==> config.mk <==
export PLATFORM = sky130hd
export DESIGN_NAME = tsa_seq
export DESIGN_NICKNAME = d
export VERILOG_FILES = /design/src/rtl/tsa_pkg.sv /design/src/rtl/tsa_front.sv /design/src/rtl/tsa_route_table.sv /design/src/rtl/tsa_walker.sv /design/src/rtl/tsa_seq.sv
export SDC_FILE = /design/constraint.sdc
export NUM_CORES = 1
export LEC_CHECK = 0
export ABC_AREA = 1
export ABC_CLOCK_PERIOD_IN_PS = 6400
export BUFFER_PORTS_ARGS = -buffer_cell sky130_fd_sc_hd__buf_2
export CORE_MARGIN = 10
export CORE_UTILIZATION = 33
export CTS_BUF_LIST = sky130_fd_sc_hd__clkbuf_4 sky130_fd_sc_hd__clkbuf_8
export CTS_CLUSTER_DIAMETER = 40
export CTS_CLUSTER_SIZE = 20
export DETAILED_ROUTE_END_ITERATION = 8
export PLACE_DENSITY = 0.46
export SYNTH_ARGS = -nofsm -noshare
export SYNTH_HDL_FRONTEND = slang
export SYNTH_HIERARCHICAL = 1
export SYNTH_SLANG_ARGS = --single-unit
==> constraint.sdc <==
create_clock -name clk -period 6.4 [get_ports clk]
set_input_delay 0.32 -clock clk [delete_from_list [all_inputs] [get_ports clk]]
set_output_delay 0.32 -clock clk [all_outputs]
set_load 0.05 [all_outputs]
==> src/rtl/tsa_pkg.sv <==
package tsa_pkg;
  localparam int NCH      = 5;
  localparam int LAST_BIT = 16;
  localparam int CNT_LSB  = 18;
  localparam int CNT_W    = 4;
  localparam int CSEL_LSB = 22;
  localparam int CSEL_W   = 3;
  localparam int CSEL_BASE = 2;

  typedef struct packed {
    logic              last;
    logic [CNT_W-1:0]  cnt;
    logic [CSEL_W-1:0] csel;
  } route_t;

  localparam route_t ROUTE_RESET = '{last: 1'b1, cnt: '0, csel: '0};

  function automatic route_t route_decode(input logic [31:0] w);
    route_t r;
    r.last = w[LAST_BIT];
    r.cnt  = w[CNT_LSB +: CNT_W];
    r.csel = w[CSEL_LSB +: CSEL_W];
    return r;
  endfunction

  function automatic logic [NCH-1:0] csel_onehot(input logic [CSEL_W-1:0] c);
    logic [NCH-1:0] oh;
    for (int i = 0; i < NCH; i++) begin
      oh[i] = (c == CSEL_W'(i + CSEL_BASE));
    end
    return oh;
  endfunction
endpackage

==> src/rtl/tsa_front.sv <==
module tsa_front (
  input  logic clk,
  input  logic rst_n,
  input  logic en,
  input  logic bclk,
  input  logic fsync,
  input  logic clk_fall,
  input  logic sync_fall,
  input  logic sync_low,
  output logic data_evt,
  output logic frame_start
);
  logic bclk_q, bclk_d;
  logic sync_q, sync_d;
  logic rise, fall, sync_evt, sync_lvl;

  always_comb begin
    rise        = bclk & ~bclk_q;
    fall        = ~bclk & bclk_q;
    sync_evt    = sync_fall ? fall : rise;
    sync_lvl    = fsync ^ sync_low;
    data_evt    = en & (clk_fall ? fall : rise);
    frame_start = en & sync_evt & sync_lvl & ~sync_q;
    bclk_d      = bclk;
    sync_d      = sync_evt ? sync_lvl : sync_q;
  end

  always_ff @(posedge clk or negedge rst_n) begin
    if (!rst_n) begin
      bclk_q <= 1'b0;
      sync_q <= 1'b0;
    end else begin
      bclk_q <= bclk_d;
      sync_q <= sync_d;
    end
  end

  a_r7_start_one_shot: assert property (@(posedge clk) disable iff (!rst_n)
    frame_start |=> !frame_start);
endmodule

==> src/rtl/tsa_route_table.sv <==
module tsa_route_table
  import tsa_pkg::*;
#(
  parameter int DEPTH = 16,
  parameter int AW    = $clog2(DEPTH),
  parameter int HAW   = AW - 1
) (
  input  logic          clk,
  input  logic          rst_n,
  input  logic          we,
  input  logic [AW-1:0] waddr,
  input  logic [31:0]   wdata,
  input  logic [HAW-1:0] rx_ptr,
  input  logic [HAW-1:0] tx_ptr,
  output route_t        rx_ent,
  output route_t        tx_ent
);
  route_t mem [DEPTH];
  route_t wr_ent;

  assign wr_ent = route_decode(wdata);

  for (genvar g = 0; g < DEPTH; g++) begin : g_ent
    logic hit;
    assign hit = we && (waddr == AW'(g));
    always_ff @(posedge clk or negedge rst_n) begin
      if (!rst_n) begin
        mem[g] <= ROUTE_RESET;
      end else if (hit) begin
        mem[g] <= wr_ent;
      end
    end
  end

  assign rx_ent = mem[{1'b0, rx_ptr}];
  assign tx_ent = mem[{1'b1, tx_ptr}];
endmodule

==> src/rtl/tsa_walker.sv <==
module tsa_walker
  import tsa_pkg::*;
#(
  parameter int HAW        = 3,
  parameter int STROBE_BIT = 7,
  parameter bit CAPTURE    = 1'b1
) (
  input  logic           clk,
  input  logic           rst_n,
  input  logic           en,
  input  logic           data_evt,
  input  logic           frame_start,
  input  logic           din,
  input  logic [1:0]     fsd,
  input  route_t         ent,
  output logic [HAW-1:0] ptr,
  output logic [NCH-1:0] pulse,
  output logic [7:0]     byte_q,
  output logic           sync_err
);
  typedef enum logic [1:0] {W_IDLE, W_WAIT, W_RUN} wstate_t;

  wstate_t          st_q, st_d;
  logic [HAW-1:0]   ptr_q, ptr_d;
  logic [CNT_W-1:0] idx_q, idx_d;
  logic [2:0]       bit_q, bit_d;
  logic [1:0]       skip_q, skip_d;
  logic             err_q, err_d;
  logic [NCH-1:0]   pulse_q, pulse_d;
  logic             take;
  logic [NCH-1:0]   chan_oh;

  assign chan_oh = csel_onehot(ent.csel);

  always_comb begin
    st_d    = st_q;
    ptr_d   = ptr_q;
    idx_d   = idx_q;
    bit_d   = bit_q;
    skip_d  = skip_q;
    err_d   = err_q;
    pulse_d = '0;
    take    = data_evt & ~frame_start &
              ((st_q == W_RUN) | ((st_q == W_WAIT) & (skip_q == 2'd0)));
    if (!en) begin
      st_d = W_IDLE;
    end else if (frame_start) begin
      err_d  = err_q | (st_q == W_RUN);
      st_d   = W_WAIT;
      skip_d = fsd;
      ptr_d  = '0;
      idx_d  = '0;
      bit_d  = '0;
    end else if (data_evt && (st_q == W_WAIT) && (skip_q != 2'd0)) begin
      skip_d = skip_q - 2'd1;
    end else if (take) begin
      st_d  = W_RUN;
      bit_d = bit_q + 3'd1;
      if (bit_q == 3'(STROBE_BIT)) pulse_d = chan_oh;
      if (bit_q == 3'd7) begin
        if (idx_q == ent.cnt) begin
          idx_d = '0;
          if (ent.last) st_d = W_IDLE;
          else          ptr_d = ptr_q + HAW'(1);
        end else begin
          idx_d = idx_q + CNT_W'(1);
        end
      end
    end
  end

  always_ff @(posedge clk or negedge rst_n) begin
    if (!rst_n) begin
      st_q    <= W_IDLE;
      ptr_q   <= '0;
      idx_q   <= '0;
      bit_q   <= '0;
      skip_q  <= '0;
      err_q   <= 1'b0;
      pulse_q <= '0;
    end else begin
      st_q    <= st_d;
      ptr_q   <= ptr_d;
      idx_q   <= idx_d;
      bit_q   <= bit_d;
      skip_q  <= skip_d;
      err_q   <= err_d;
      pulse_q <= pulse_d;
    end
  end

  if (CAPTURE) begin : g_capture
    logic [6:0] sh_q, sh_d;
    logic [7:0] byte_r, byte_d;
    logic       sh_en, byte_en;
    always_comb begin
      sh_en   = take;
      byte_en = take && (bit_q == 3'd7) && (|chan_oh);
      sh_d    = {sh_q[5:0], din};
      byte_d  = {sh_q, din};
    end
    always_ff @(posedge clk or negedge rst_n) begin
      if (!rst_n) begin
        sh_q   <= '0;
        byte_r <= '0;
      end else begin
        if (sh_en)   sh_q   <= sh_d;
        if (byte_en) byte_r <= byte_d;
      end
    end
    assign byte_q = byte_r;
  end else begin : g_nocapture
    logic unused_din;
    assign unused_din = din;
    assign byte_q     = '0;
  end

  assign ptr      = ptr_q;
  assign pulse    = pulse_q;
  assign sync_err = err_q;

  a_r6_pulse_onehot: assert property (@(posedge clk) disable iff (!rst_n)
    $onehot0(pulse_q));
  a_r6_pulse_single: assert property (@(posedge clk) disable iff (!rst_n)
    (pulse_q != '0) |=> (pulse_q == '0));
  a_r12_err_sticky: assert property (@(posedge clk) disable iff (!rst_n)
    err_q |=> err_q);
  a_r12_restart_ptr: assert property (@(posedge clk) disable iff (!rst_n)
    (en && frame_start) |=> (ptr_q == '0));
  a_r4_idle_quiet: assert property (@(posedge clk) disable iff (!rst_n)
    (st_q == W_IDLE) |=> (pulse_q == '0));
endmodule

==> src/rtl/tsa_seq.sv <==
module tsa_seq
  import tsa_pkg::*;
#(
  parameter int DEPTH = 16
) (
  input  logic                     clk,
  input  logic                     rst_n,
  input  logic                     cfg_en,
  input  logic                     cfg_clk_fall,
  input  logic                     cfg_sync_fall,
  input  logic                     cfg_sync_low,
  input  logic                     cfg_common,
  input  logic [1:0]               cfg_rx_fsd,
  input  logic [1:0]               cfg_tx_fsd,
  input  logic                     tbl_we,
  input  logic [$clog2(DEPTH)-1:0] tbl_addr,
  input  logic [31:0]              tbl_wdata,
  input  logic                     rx_bclk,
  input  logic                     rx_fsync,
  input  logic                     rx_data,
  input  logic                     tx_bclk,
  input  logic                     tx_fsync,
  output logic [4:0]               rx_strobe,
  output logic [7:0]               rx_byte,
  output logic [4:0]               tx_req,
  output logic                     rx_sync_err,
  output logic                     tx_sync_err
);
  localparam int AW  = $clog2(DEPTH);
  localparam int HAW = AW - 1;

  logic           rx_evt, rx_start, tx_evt, tx_start;
  logic           tx_bclk_sel, tx_fsync_sel;
  logic [HAW-1:0] rx_ptr, tx_ptr;
  route_t         rx_ent, tx_ent;
  logic [7:0]     unused_tx_byte;

  assign tx_bclk_sel  = cfg_common ? rx_bclk  : tx_bclk;
  assign tx_fsync_sel = cfg_common ? rx_fsync : tx_fsync;

  tsa_front u_rx_front (
    .clk(clk), .rst_n(rst_n), .en(cfg_en), .bclk(rx_bclk), .fsync(rx_fsync),
    .clk_fall(cfg_clk_fall), .sync_fall(cfg_sync_fall), .sync_low(cfg_sync_low),
    .data_evt(rx_evt), .frame_start(rx_start)
  );

  tsa_front u_tx_front (
    .clk(clk), .rst_n(rst_n), .en(cfg_en), .bclk(tx_bclk_sel), .fsync(tx_fsync_sel),
    .clk_fall(cfg_clk_fall), .sync_fall(cfg_sync_fall), .sync_low(cfg_sync_low),
    .data_evt(tx_evt), .frame_start(tx_start)
  );

  tsa_route_table #(.DEPTH(DEPTH), .AW(AW), .HAW(HAW)) u_table (
    .clk(clk), .rst_n(rst_n), .we(tbl_we), .waddr(tbl_addr), .wdata(tbl_wdata),
    .rx_ptr(rx_ptr), .tx_ptr(tx_ptr), .rx_ent(rx_ent), .tx_ent(tx_ent)
  );

  tsa_walker #(.HAW(HAW), .STROBE_BIT(7), .CAPTURE(1'b1)) u_rx_walk (
    .clk(clk), .rst_n(rst_n), .en(cfg_en), .data_evt(rx_evt), .frame_start(rx_start),
    .din(rx_data), .fsd(cfg_rx_fsd), .ent(rx_ent), .ptr(rx_ptr),
    .pulse(rx_strobe), .byte_q(rx_byte), .sync_err(rx_sync_err)
  );

  tsa_walker #(.HAW(HAW), .STROBE_BIT(0), .CAPTURE(1'b0)) u_tx_walk (
    .clk(clk), .rst_n(rst_n), .en(cfg_en), .data_evt(tx_evt), .frame_start(tx_start),
    .din(1'b0), .fsd(cfg_tx_fsd), .ent(tx_ent), .ptr(tx_ptr),
    .pulse(tx_req), .byte_q(unused_tx_byte), .sync_err(tx_sync_err)
  );

  a_r11_disabled_quiet: assert property (@(posedge clk) disable iff (!rst_n)
    !cfg_en |=> ((rx_strobe == '0) && (tx_req == '0)));
  a_r10_tx_onehot: assert property (@(posedge clk) disable iff (!rst_n)
    $onehot0(tx_req));
endmodule

==> impl_summary.txt <==
----------------------------------------------------
[Place]
  Port buffer count ... 48
  Global placement routability congestion ... 0.7610
  HPWL after detailed placement ... 15.11 mm
  Instance area after placement ... 10020 µm²

[Timing]
  Tightest hold margin ... 0.1120 ns
  Min Clock Period, post-route ... 3.148 ns
  Worst slew pin tran ... 1.111 ns
  Unrepaired setup endpoints after global routing ... no
  Count of final max-slew check failures ... 0
  Post-route clock skew ... 0.01880 ns
  Count of endpoints failing setup in the final report ... 0
  Remaining max-slew budget at the tightest pin ... 25.83%
  Max Clk Rate ... 0.3177 GHz
  Number of hold violations in the final report ... 0
  Setup total negative slack ... 0 ns
  Final cycle utilization of the critical path ... 49.19%

[Yosys]
  Synth Cell Area ... 9490 µm²
  Syn avg cell area ... 7.443 µm²
  Syn Nets ... 1340
  Post-Synthesis Cells ... 1275
  YS warnings ... 6

[Clock network]
  Clk buf depth ... 2
  Count of buffers added by post-CTS timing repair for setup ... 0
  Worst skew pair latency ... 0.47 ns
  Sink Count ... 187
  Clock tree root driver cell ... clkbuf_8
  Count of H-tree levels built during CTS ... 4
  Total of hold buffers inserted after clock tree synthesis ... 2
  CTS tree ... done
  Clock-pin slew of the registers on the worst-case setup and hold paths ... 0.10 ns
  Number of clock buffers inserted by TritonCTS ... 17
  Post-cts gate resize count ... 0

[Die]
  Floorplan die area ... 35940 µm²
  Area of the core ... 28550 µm²
  Placement Rows ... 62
  Height of the die ... 189.6 µm
  Die X-Extent ... 189.6 µm
  Initial standard-cell utilization of the core ... 33.24%
  I/O pin count ... 73

[Worst setup path]
  Sort of element at the end of the critical path ... flop
  Data arrival at the endpoint of the critical path ... 3.54 ns
  Critical register-to-register path endpoint ... u_rx_walk/byte_q[4]
  Type of the setup path with the least slack ... reg -> reg
  Data required time at the worst endpoint ... 6.79 ns
  Depth of the most critical reg-to-reg path ... 12
  Worst setup startpoint ... u_rx_walk/ptr[0]
  Max Fanout on Critical Path ... 36
  Startpoint of the worst-slack reg-to-reg timing path ... u_rx_walk/ptr[0]
  Reg-to-reg slack, setup ... 3.25 ns
  Endpoint of the most critical setup path ... u_rx_walk/byte_q[4]
  Crit path launch type ... flop

[Detailed routing]
  DRC violation count after routing ... 0
  Overall via count from detail_route ... 7600
  Routed length per placed instance ... 13.61 µm
  Detailed-routing iteration count for the pre-antenna-repair pass ... 5
  Vias per cell ... 4.481
  First-iteration detailed-routing DRC count ... 503
  Final routed wirelength across all metal layers ... 23.09 mm
  Residual antenna-violating net count after detailed routing ... 0

[Finish]
  Share of layout cells above drive strength 1 ... 10.45%
  Core occupancy in the finished layout ... 36.72%
  Layout Area Growth over Synthesis ... 10.47%
  Post-route cell area ... 10480 µm²
  Number of nets in the finished design ... 1363

[Power]
  Power spent charging and discharging nets ... 0.8925 mW
  Power Density ... 282.5 nW/µm²
  Total power after layout ... 2.962 mW
  Clock network power share ... 29.8%
  LEAKAGE ... 5.478 nW
  Combinational share of power ... 19.2%
  Switching Fraction ... 30.13%
  Worst ir drop on vdd ... 0.1361 mV
  Portion of total power attributed to sequential cells ... 51.0%
  Cell-internal power ... 2.069 mW

[Global route]
  Global route total overflow ... 0
  Global routing usage summed across all routing layers ... 13.23%
  Antenna violations before repair ... 0
  First-pass GRT wire length ... 38.65 mm
  Vias in the first global route ... 7373
  Maximum number of pins on one net before global-route repair ... 68

[Worst hold path]
  Path category of the worst min-delay check ... in -> reg

[Job]
  Number of maximum-capacitance violations ... 0

[Status]
  Result of the run ... finished, final reports clean

----------------------------------------------------
==> worst max-delay path, stage by stage, from the launching register on <==
cell and delay [ns]:
dfrtp_1 0.36, buf_4 0.26, inv_1 0.85, nand2_1 0.12
nand3_1 0.11, nand2_1 0.07, nand2_1 0.07, nand2_1 0.12
inv_1 0.11, nor2_1 0.07, o31ai_4 0.70, nand2_1 0.13
o21ai_2 0.09
==> layer usage <==
metal | vias to the layer above | share of wire (%) | routed length [µm] | global-route usage [%]
li1 | 3949 | - | - | -
met1 | 3544 | 51 | 11820 | 18.27
met2 | 98 | 45 | 10320 | 20.77
met3 | 9 | 3.2 | 742 | 2.435
met4 | 0 | 0.88 | 203 | 3.755
met5 | - | 0 | 0 | 0
==> cell type report <==
class | count | area (µm²)
fill | 3108 | 18060
sequential | 187 | 4700
multi-input combinational | 827 | 3769
inverter | 210 | 788.3
tap | 384 | 480.5
timing repair buffer | 55 | 306.5
clock buffer | 21 | 270.3
clock inverter | 11 | 167.7
antenna | 1 | 2.502
==> sequential cells by signal, summed over array words and instances (netlist names) <==
register	cells
u_rx_front/bclk_q	1
u_rx_front/sync_q	1
u_rx_walk/bit_q	3
u_rx_walk/byte_q	8
u_rx_walk/g_capture.sh_q	7
u_rx_walk/idx_q	4
u_rx_walk/ptr	3
u_rx_walk/pulse	5
u_rx_walk/skip_q	2
u_rx_walk/st_q	2
u_rx_walk/sync_err	1
u_table/mem	128
u_tx_front/bclk_q	1
u_tx_front/sync_q	1
u_tx_walk/bit_q	3
u_tx_walk/idx_q	4
u_tx_walk/ptr	3
u_tx_walk/pulse	5
u_tx_walk/skip_q	2
u_tx_walk/st_q	2
u_tx_walk/sync_err	1
==> per-stage QoR <==
step                      std cells  setup WS (ns)
after global placement         1661          3.231
after global routing           1695          2.793
final                          1696          3.252
after floorplan                1275          4.316
after detailed placement       1661          3.218
after CTS                      1695          3.197
==> how the worst min path moves through the flow <==
| stage | from | end | slack [ns] | depth (start not counted) |
|---|---|---|---|---|
| 4_1_cts | cfg_rx_fsd[1] | u_rx_walk/skip_q[1] | 0.06 | 3 |
| 6_report | cfg_rx_fsd[1] | u_rx_walk/skip_q[1] | 0.11 | 3 |
| 5_1_grt | cfg_rx_fsd[1] | u_rx_walk/skip_q[1] | 0.06 | 3 |
| 3_5_place_dp | rst_n | u_rx_walk/byte_q[6] | 0.33 | 1 |
| 2_1_floorplan | rst_n | u_rx_front/bclk_q | 0.02 | 0 |
| 3_3_place_gp | rst_n | u_rx_walk/byte_q[6] | 0.34 | 1 |
==> cells in the final DEF, fill, tap and decap left out, drive strengths merged, types with 2 or more instances in the layout <==
master / instances
a21oi: 11
buf: 52
bufinv: 4
clkbuf: 22
clkinv: 3
clkinvlp: 2
dfrtp: 171
dfstp: 16
dlygate4sd3: 2
ha: 12
inv: 212
nand2: 475
nand3: 92
nand4: 7
nor2: 46
nor3: 5
nor4: 4
o21ai: 163
o21bai: 2
xor2: 5
==> power groups by stage <==
stage | logic (mW) | clock network [mW] | registers [mW]
2_1_floorplan | 0.432 | 0 | 1.51
3_3_place_gp | 0.565 | 0 | 1.53
3_5_place_dp | 0.575 | 0 | 1.53
4_1_cts | 0.580 | 0.929 | 1.51
5_1_grt | 0.691 | 0.965 | 1.53
6_report | 0.569 | 0.884 | 1.51
Note: power is estimated with default switching activity, not from simulation.
